==> src/rtl/wavegen_pkg.sv <==
package wavegen_pkg;

    localparam int PHASE_W    = 6;
    localparam int SAMPLE_W   = 8;
    localparam int SEL_W      = 2;
    localparam int NUM_SHAPES = 1 << SEL_W;
    localparam int DEPTH      = 1 << PHASE_W;
    localparam int HALF       = DEPTH / 2;
    localparam int QUARTER    = DEPTH / 4;
    localparam int FULL_SCALE = (1 << SAMPLE_W) - 1;

    typedef logic [PHASE_W-1:0]  phase_t;
    typedef logic [SAMPLE_W-1:0] sample_t;

    typedef enum logic [SEL_W-1:0] {
        SHAPE_SINE   = 2'b00,
        SHAPE_TRI    = 2'b01,
        SHAPE_SQUARE = 2'b10,
        SHAPE_SAW    = 2'b11
    } shape_e;

    // Rising quarter of the sine, positions 0..QUARTER, already rounded.
    function automatic int sine_quarter(input int k);
        case (k)
            0:  return 128;
            1:  return 140;
            2:  return 152;
            3:  return 165;
            4:  return 176;
            5:  return 188;
            6:  return 198;
            7:  return 208;
            8:  return 218;
            9:  return 226;
            10: return 234;
            11: return 240;
            12: return 245;
            13: return 250;
            14: return 253;
            15: return 254;
            default: return 255;
        endcase
    endfunction

    // Positive half of the sine, positions 0..HALF-1, mirrored about the peak.
    function automatic int sine_upper(input int m);
        if (m <= QUARTER) return sine_quarter(m);
        return sine_quarter(HALF - m);
    endfunction

    function automatic sample_t sine_at(input phase_t n);
        int idx;
        idx = int'(n);
        if (idx < HALF) return sample_t'(sine_upper(idx));
        if (idx == HALF) return sample_t'(128);
        return sample_t'(FULL_SCALE - sine_upper(idx - HALF));
    endfunction

    function automatic sample_t tri_at(input phase_t n);
        int idx;
        idx = int'(n);
        if (idx < HALF) return sample_t'(idx * 8);
        return sample_t'((DEPTH - 1 - idx) * 8);
    endfunction

    function automatic sample_t square_at(input phase_t n);
        return (int'(n) < HALF) ? sample_t'(FULL_SCALE) : sample_t'(0);
    endfunction

    function automatic sample_t saw_at(input phase_t n);
        return sample_t'(int'(n) * 4);
    endfunction

    function automatic sample_t shape_sample(input shape_e s, input phase_t n);
        case (s)
            SHAPE_SINE:   return sine_at(n);
            SHAPE_TRI:    return tri_at(n);
            SHAPE_SQUARE: return square_at(n);
            default:      return saw_at(n);
        endcase
    endfunction

endpackage

==> src/rtl/wg_phase_counter.sv <==
module wg_phase_counter
    import wavegen_pkg::*;
#(
    parameter int PW = PHASE_W
) (
    input  logic          clk,
    input  logic          rst,
    output logic [PW-1:0] phase_o
);

    typedef struct packed {
        logic [PW-1:0] phase;
    } cnt_state_t;

    cnt_state_t st_d, st_q;

    always_comb begin
        st_d = st_q;
        if (rst) begin
            st_d.phase = '0;
        end else begin
            st_d.phase = st_q.phase + PW'(1);
        end
    end

    always_ff @(posedge clk) begin
        st_q <= st_d;
    end

    assign phase_o = st_q.phase;

    // from the terminal count, the next value is zero
    assert_phase_wrap_R1: assert property (@(posedge clk) disable iff (rst)
        (phase_o == {PW{1'b1}}) |=> (phase_o == '0));

    // a non-terminal count is followed by a strictly larger one
    assert_phase_rise_R1: assert property (@(posedge clk) disable iff (rst)
        (phase_o != {PW{1'b1}}) |=> (phase_o > $past(phase_o)));

endmodule

==> src/rtl/wg_wave_table.sv <==
module wg_wave_table
    import wavegen_pkg::*;
#(
    parameter int PW = PHASE_W,
    parameter int NS = NUM_SHAPES
) (
    input  logic          clk,
    input  logic          rst,
    input  logic [PW-1:0] phase_i,
    input  shape_e        sel_i,
    output sample_t       sample_o
);

    typedef struct packed {
        logic [PW-1:0] addr;
        shape_e        sel;
    } tbl_state_t;

    tbl_state_t st_d, st_q;
    sample_t    lane [NS];

    always_comb begin
        st_d     = st_q;
        st_d.sel = sel_i;
        if (rst) begin
            st_d.addr = '0;
        end else begin
            st_d.addr = phase_i;
        end
    end

    always_ff @(posedge clk) begin
        st_q <= st_d;
    end

    for (genvar s = 0; s < NS; s++) begin : g_lane
        assign lane[s] = shape_sample(shape_e'(s), phase_t'(st_q.addr));
    end

    assign sample_o = lane[st_q.sel];

    // the address in use is the phase seen one edge before
    assert_addr_lag_R2: assert property (@(posedge clk) disable iff (rst)
        1'b1 |=> (st_q.addr == $past(phase_i)));

    // sine reaches full scale at the quarter position and zero at three quarters
    assert_sine_peak_R3: assert property (@(posedge clk) disable iff (rst)
        (st_q.sel == SHAPE_SINE && int'(st_q.addr) == QUARTER) |-> (sample_o == 8'd255));
    assert_sine_trough_R3: assert property (@(posedge clk) disable iff (rst)
        (st_q.sel == SHAPE_SINE && int'(st_q.addr) == 3 * QUARTER) |-> (sample_o == 8'd0));

    // triangle samples are multiples of eight
    assert_tri_step_R4: assert property (@(posedge clk) disable iff (rst)
        (st_q.sel == SHAPE_TRI) |-> (sample_o[2:0] == 3'b000));

    // square only takes the two rail values
    assert_square_rails_R5: assert property (@(posedge clk) disable iff (rst)
        (st_q.sel == SHAPE_SQUARE) |-> (sample_o == 8'd0 || sample_o == 8'd255));

    // sawtooth samples are multiples of four
    assert_saw_step_R6: assert property (@(posedge clk) disable iff (rst)
        (st_q.sel == SHAPE_SAW) |-> (sample_o[1:0] == 2'b00));

endmodule

==> src/rtl/sig_gen_top.sv <==
module sig_gen_top
    import wavegen_pkg::*;
(
    input  logic             clk,
    input  logic             rst,
    input  logic [SEL_W-1:0] wave_sel,
    output logic [7:0]       sample
);

    phase_t  phase;
    sample_t tbl_out;

    wg_phase_counter #(
        .PW (PHASE_W)
    ) u_phase (
        .clk     (clk),
        .rst     (rst),
        .phase_o (phase)
    );

    wg_wave_table #(
        .PW (PHASE_W),
        .NS (NUM_SHAPES)
    ) u_table (
        .clk      (clk),
        .rst      (rst),
        .phase_i  (phase),
        .sel_i    (shape_e'(wave_sel)),
        .sample_o (tbl_out)
    );

    assign sample = tbl_out;

    // a reset edge leaves the phase counter at zero
    assert_reset_phase_R8: assert property (@(posedge clk)
        rst |=> (phase == '0 || rst));

    // a select change does not break the phase sequence
    assert_sel_keeps_phase_R7: assert property (@(posedge clk) disable iff (rst)
        (!$stable(wave_sel) && phase != {PHASE_W{1'b1}}) |=> (phase > $past(phase)));

endmodule

==> config.mk <==
export PLATFORM = sky130hd
export DESIGN_NAME = sig_gen_top
export DESIGN_NICKNAME = d
export VERILOG_FILES = /design/src/rtl/wavegen_pkg.sv /design/src/rtl/wg_phase_counter.sv /design/src/rtl/wg_wave_table.sv /design/src/rtl/sig_gen_top.sv
export SDC_FILE = /design/constraint.sdc
export NUM_CORES = 1
export LEC_CHECK = 0
export BUFFER_PORTS_ARGS = -buffer_cell sky130_fd_sc_hd__buf_2
export CORE_UTILIZATION = 35
export CTS_BUF_LIST = sky130_fd_sc_hd__clkbuf_4 sky130_fd_sc_hd__clkbuf_8
export CTS_CLUSTER_DIAMETER = 100
export DETAILED_ROUTE_END_ITERATION = 10
export HOLD_SLACK_MARGIN = 0.05
export PLACE_DENSITY_LB_ADDON = 0.3
export SYNTH_ARGS = -nofsm -noshare
export SYNTH_HDL_FRONTEND = slang
export SYNTH_SLANG_ARGS = --single-unit
==> constraint.sdc <==
create_clock -name clk -period 3.5 [get_ports clk]
set_clock_uncertainty 0.15 [all_clocks]
set_input_delay 0.35 -clock clk [delete_from_list [all_inputs] [get_ports clk]]
set_output_delay 0.35 -clock clk [all_outputs]
set_load 0.05 [all_outputs]
==> metrics.yaml <==
cells_and_area:
  final_common_cell: "ha_1"
  drive_gt1_share_pct: 10.2
  n_antenna_cell: 0
  area_growth_pct: 9.78
  nNetsFinal: 282
  final_cell_mix: "22 x ha_1, 21 x nor2_1, 21 x dfxtp_1, 20 x o21ai_0, 19 x inv_1"
  stdcell_area_mm2: 0.00212
place:
  dpl-instance-area_mm2: 0.00205
  routabilityCongestion: 0.895
  dp_hpwl_um: 3650
  numPortBuffers: 11
power:
  switching_power_uw: 202
  power_frac_seq_pct: 44.2
  p_int_uw: 390
  power_density_mw_per_mm2: 279
  p_comb_share_pct: 29.6
  p_sw_share_pct: 34.1
  power.share.clock_pct: 26.3
  p_leak_uw: 0.000837
  peakVddDrop_uv: 241
clock_tree:
  cts-htree-levels: 1
  cts_buffers: 3
  cts_max_path_buffers: 2
  cts_setup_buffers: 0
  cts_tree: "yes"
  clock_latency_ns: 0.26
  clockRootBuffer: "clkbuf_8"
  cts_sinks: 21
  hold_buffers: 2
  post_cts_resized: 0
  clkSlewWorstSetupHoldPaths_ns: 0.08
routing:
  drc: 0
  top_layer_used: "met4"
  wl_met1_um: 2170
  firstDrtPassIters: 4
  dr_wl_met2_um: 2190
  vias: 1838
  avgRoutedWirePerCell_um: 14.9
  ant_nets: 0
  wl_met3_um: 265
  routed_via_density: 5.66
  drtIter0Drc: 235
  drt_wl_total_um: 4830
global_route:
  grt_pass1_wl_um: 8260
  first_global_vias: 1706
  grt_use_total_pct: 17.2
  overflow: 0
  antenna_found_initial: 0
  grt_max_degree: 32
sta:
  slew_headroom_pct: 59.2
  clock.fmax_mhz: 299
  hold_viol: 0
  slew_violations: 0
  finalCritPeriodShare_pct: 95.4
  fin_hold_ws_ns: 0.289
  fin_tns_setup_ns: 0
  tightest_slew_ns: 0.597
  period_needed_ns: 3.34
  rsz0062_at_grt: "false"
  setup_violations: 0
setup_path:
  reg2reg_slack_ns: 1.64
  arrival_ns: 2.84
  r2r-start: "u_phase.phase_o[0]"
  worstSetupEndpointType: "output pin"
  crit_slowest_cell: "or4_1"
  critPathMaxFanout: 5
  cp-startpoint: "u_table.st_q[6]"
  crit_path_start_kind: "flip-flop"
  worstSetupPathType: "reg2out"
  setup.worst_path.end: "sample[3]"
  path_common_cell: "or4_1"
  max_stage_delay_ns: 0.56
  path_cells: "inv_1 > ha_1 > or4_1 > o22ai_2 > nand4_2 > or4_1 > o211ai_1 > buf_2"
  cp.required_ns: 3.00
  reg2reg_depth: 4
floorplanning:
  core_mm2: 0.00520
  initial_utilization_pct: 37.1
  die-area_mm2: 0.00582
  die_w_um: 76.3
  die_h_um: 76.3
  fp-row-count: 26
  pin_count: 12
synth:
  postSynthCellCount: 247
  netlist_area_mm2: 0.00193
  synth_fa_ha_area_share_pct: 14.2
  yosys_warnings: 0
  synthDistinctLibCells: 48
  synthArstFlopShare_pct: 0
  synth_edf_count: 0
  synth_top_family_by_area: "compound AO/OA/AOI/OAI gates"
  yosys.area_share.xor_xnor_pct: 3.17
  ys.flop_type: "dfxtp_1"
  synth_fp_nets: 273
  muxShareOfSynthArea_pct: 3.69
  ys_seq_elements: 21
  synth_compound_area_share_pct: 27.7
  ys_seq_area_share_pct: 21.8
  synth.avg_cell_area_um2: 7.82
  yosys.area_share.simple_pct: 22.3
outcome:
  run_status: "finished clean"
worst_hold_path:
  hp-class: "in2reg"
job:
  maxCapViolCount: 0
==> cells in the mapped netlist, drive strengths merged, types with 2 or more instances <==
| library cell | count | share of area [%] |
|---|---|---|
| a31oi | 3 | 0.97 |
| ha | 22 | 14 |
| o22a | 2 | 0.91 |
| xnor2 | 4 | 1.8 |
| nor2b | 11 | 3.6 |
| a22oi | 3 | 1.2 |
| nor2 | 21 | 4.1 |
| clkbuf | 13 | 2.5 |
| a21oi | 12 | 3.1 |
| o211ai | 7 | 2.7 |
| o21a | 2 | 0.78 |
| inv | 19 | 3.7 |
| a211o | 2 | 0.91 |
| nor3b | 3 | 1.2 |
| mux2i | 6 | 3.1 |
| o221ai | 7 | 3.2 |
| o21ai | 21 | 5.4 |
| nand3 | 6 | 1.6 |
| buf | 2 | 0.84 |
| xor2 | 3 | 1.4 |
| or4 | 5 | 1.9 |
| a221oi | 4 | 1.8 |
| o22ai | 5 | 1.9 |
| a222oi | 2 | 1.0 |
| nand2b | 6 | 1.9 |
| dfxtp | 21 | 22 |
| nor4 | 2 | 1.4 |
| nor3 | 3 | 0.78 |
| nand2 | 15 | 2.9 |
==> cell type report <==
| class | count | area [µm²] |
|---|---|---|
| inverter | 19 | 71.3 |
| clock buffer | 3 | 41.3 |
| fill | 547 | 3080 |
| timing repair buffer | 19 | 120 |
| tap | 70 | 87.6 |
| clock inverter | 1 | 5.00 |
| multi-input combinational | 192 | 1380 |
| sequential | 21 | 420 |
==> logic make-up (layout without fill, tap and decap cells) <==
group,after synthesis,count (layout)
AO/OA/AOI/OAI,78,78
multiplexers,7,7
buffers and inverters,34,42
AND/OR/NAND/NOR,78,78
XOR/XNOR,7,7
flip-flops,21,21
adder cells (fa/ha/maj),22,22
==> critical path, delay by kind of cell, from the launching register on <==
family | cells | cell delay (ns)
fa+ha+maj | 1 | 0.22
flops | 1 | 0.41
simple gates | 3 | 1.24
buf+inv | 2 | 0.41
compound gates | 2 | 0.29
==> worst min-delay path by stage <==
stage                     slack, ns  cells past startpoint                  to   startpoint
after floorplan                0.23                      0     u_table.st_q[0]  wave_sel[0]
after global placement         0.30                      1     u_table.st_q[0]  wave_sel[0]
after detailed placement       0.30                      1     u_table.st_q[1]  wave_sel[1]
after CTS                      0.29                      2  u_phase.phase_o[0]          rst
after global routing           0.30                      2  u_phase.phase_o[5]          rst
final                          0.29                      2  u_phase.phase_o[0]          rst
==> per-stage QoR <==
| step | util [%] | worst slack, ns | total power, µW | std cells |
|---|---|---|---|---|
| floorplan | - | 0.127 | 394 | 247 |
| CTS | 40.7 | 0.167 | 594 | 325 |
| global route | 40.7 | 0.00218 | 624 | 325 |
| global placement | 39.5 | 0.513 | 439 | 319 |
| detailed placement | 39.5 | 0.458 | 439 | 319 |
| finish | 40.7 | 0.160 | 593 | 325 |
==> power by group through the flow <==
stage                     sequential [µW]  clock (µW)  combinational [µW]
after detailed placement              267           0                 172
after floorplan                       263           0                 131
final                                 262         156                 175
after global routing                  264         169                 192
after global placement                267           0                 172
after CTS                             261         158                 175
==> per-layer routing <==
metal | up-vias | GRT usage (%)
li1 | 922 | -
met1 | 825 | 22.4
met2 | 77 | 27.7
met3 | 14 | 2.28
met4 | 0 | 8.27
met5 | - | 0
(Power assumes the default switching activity.)
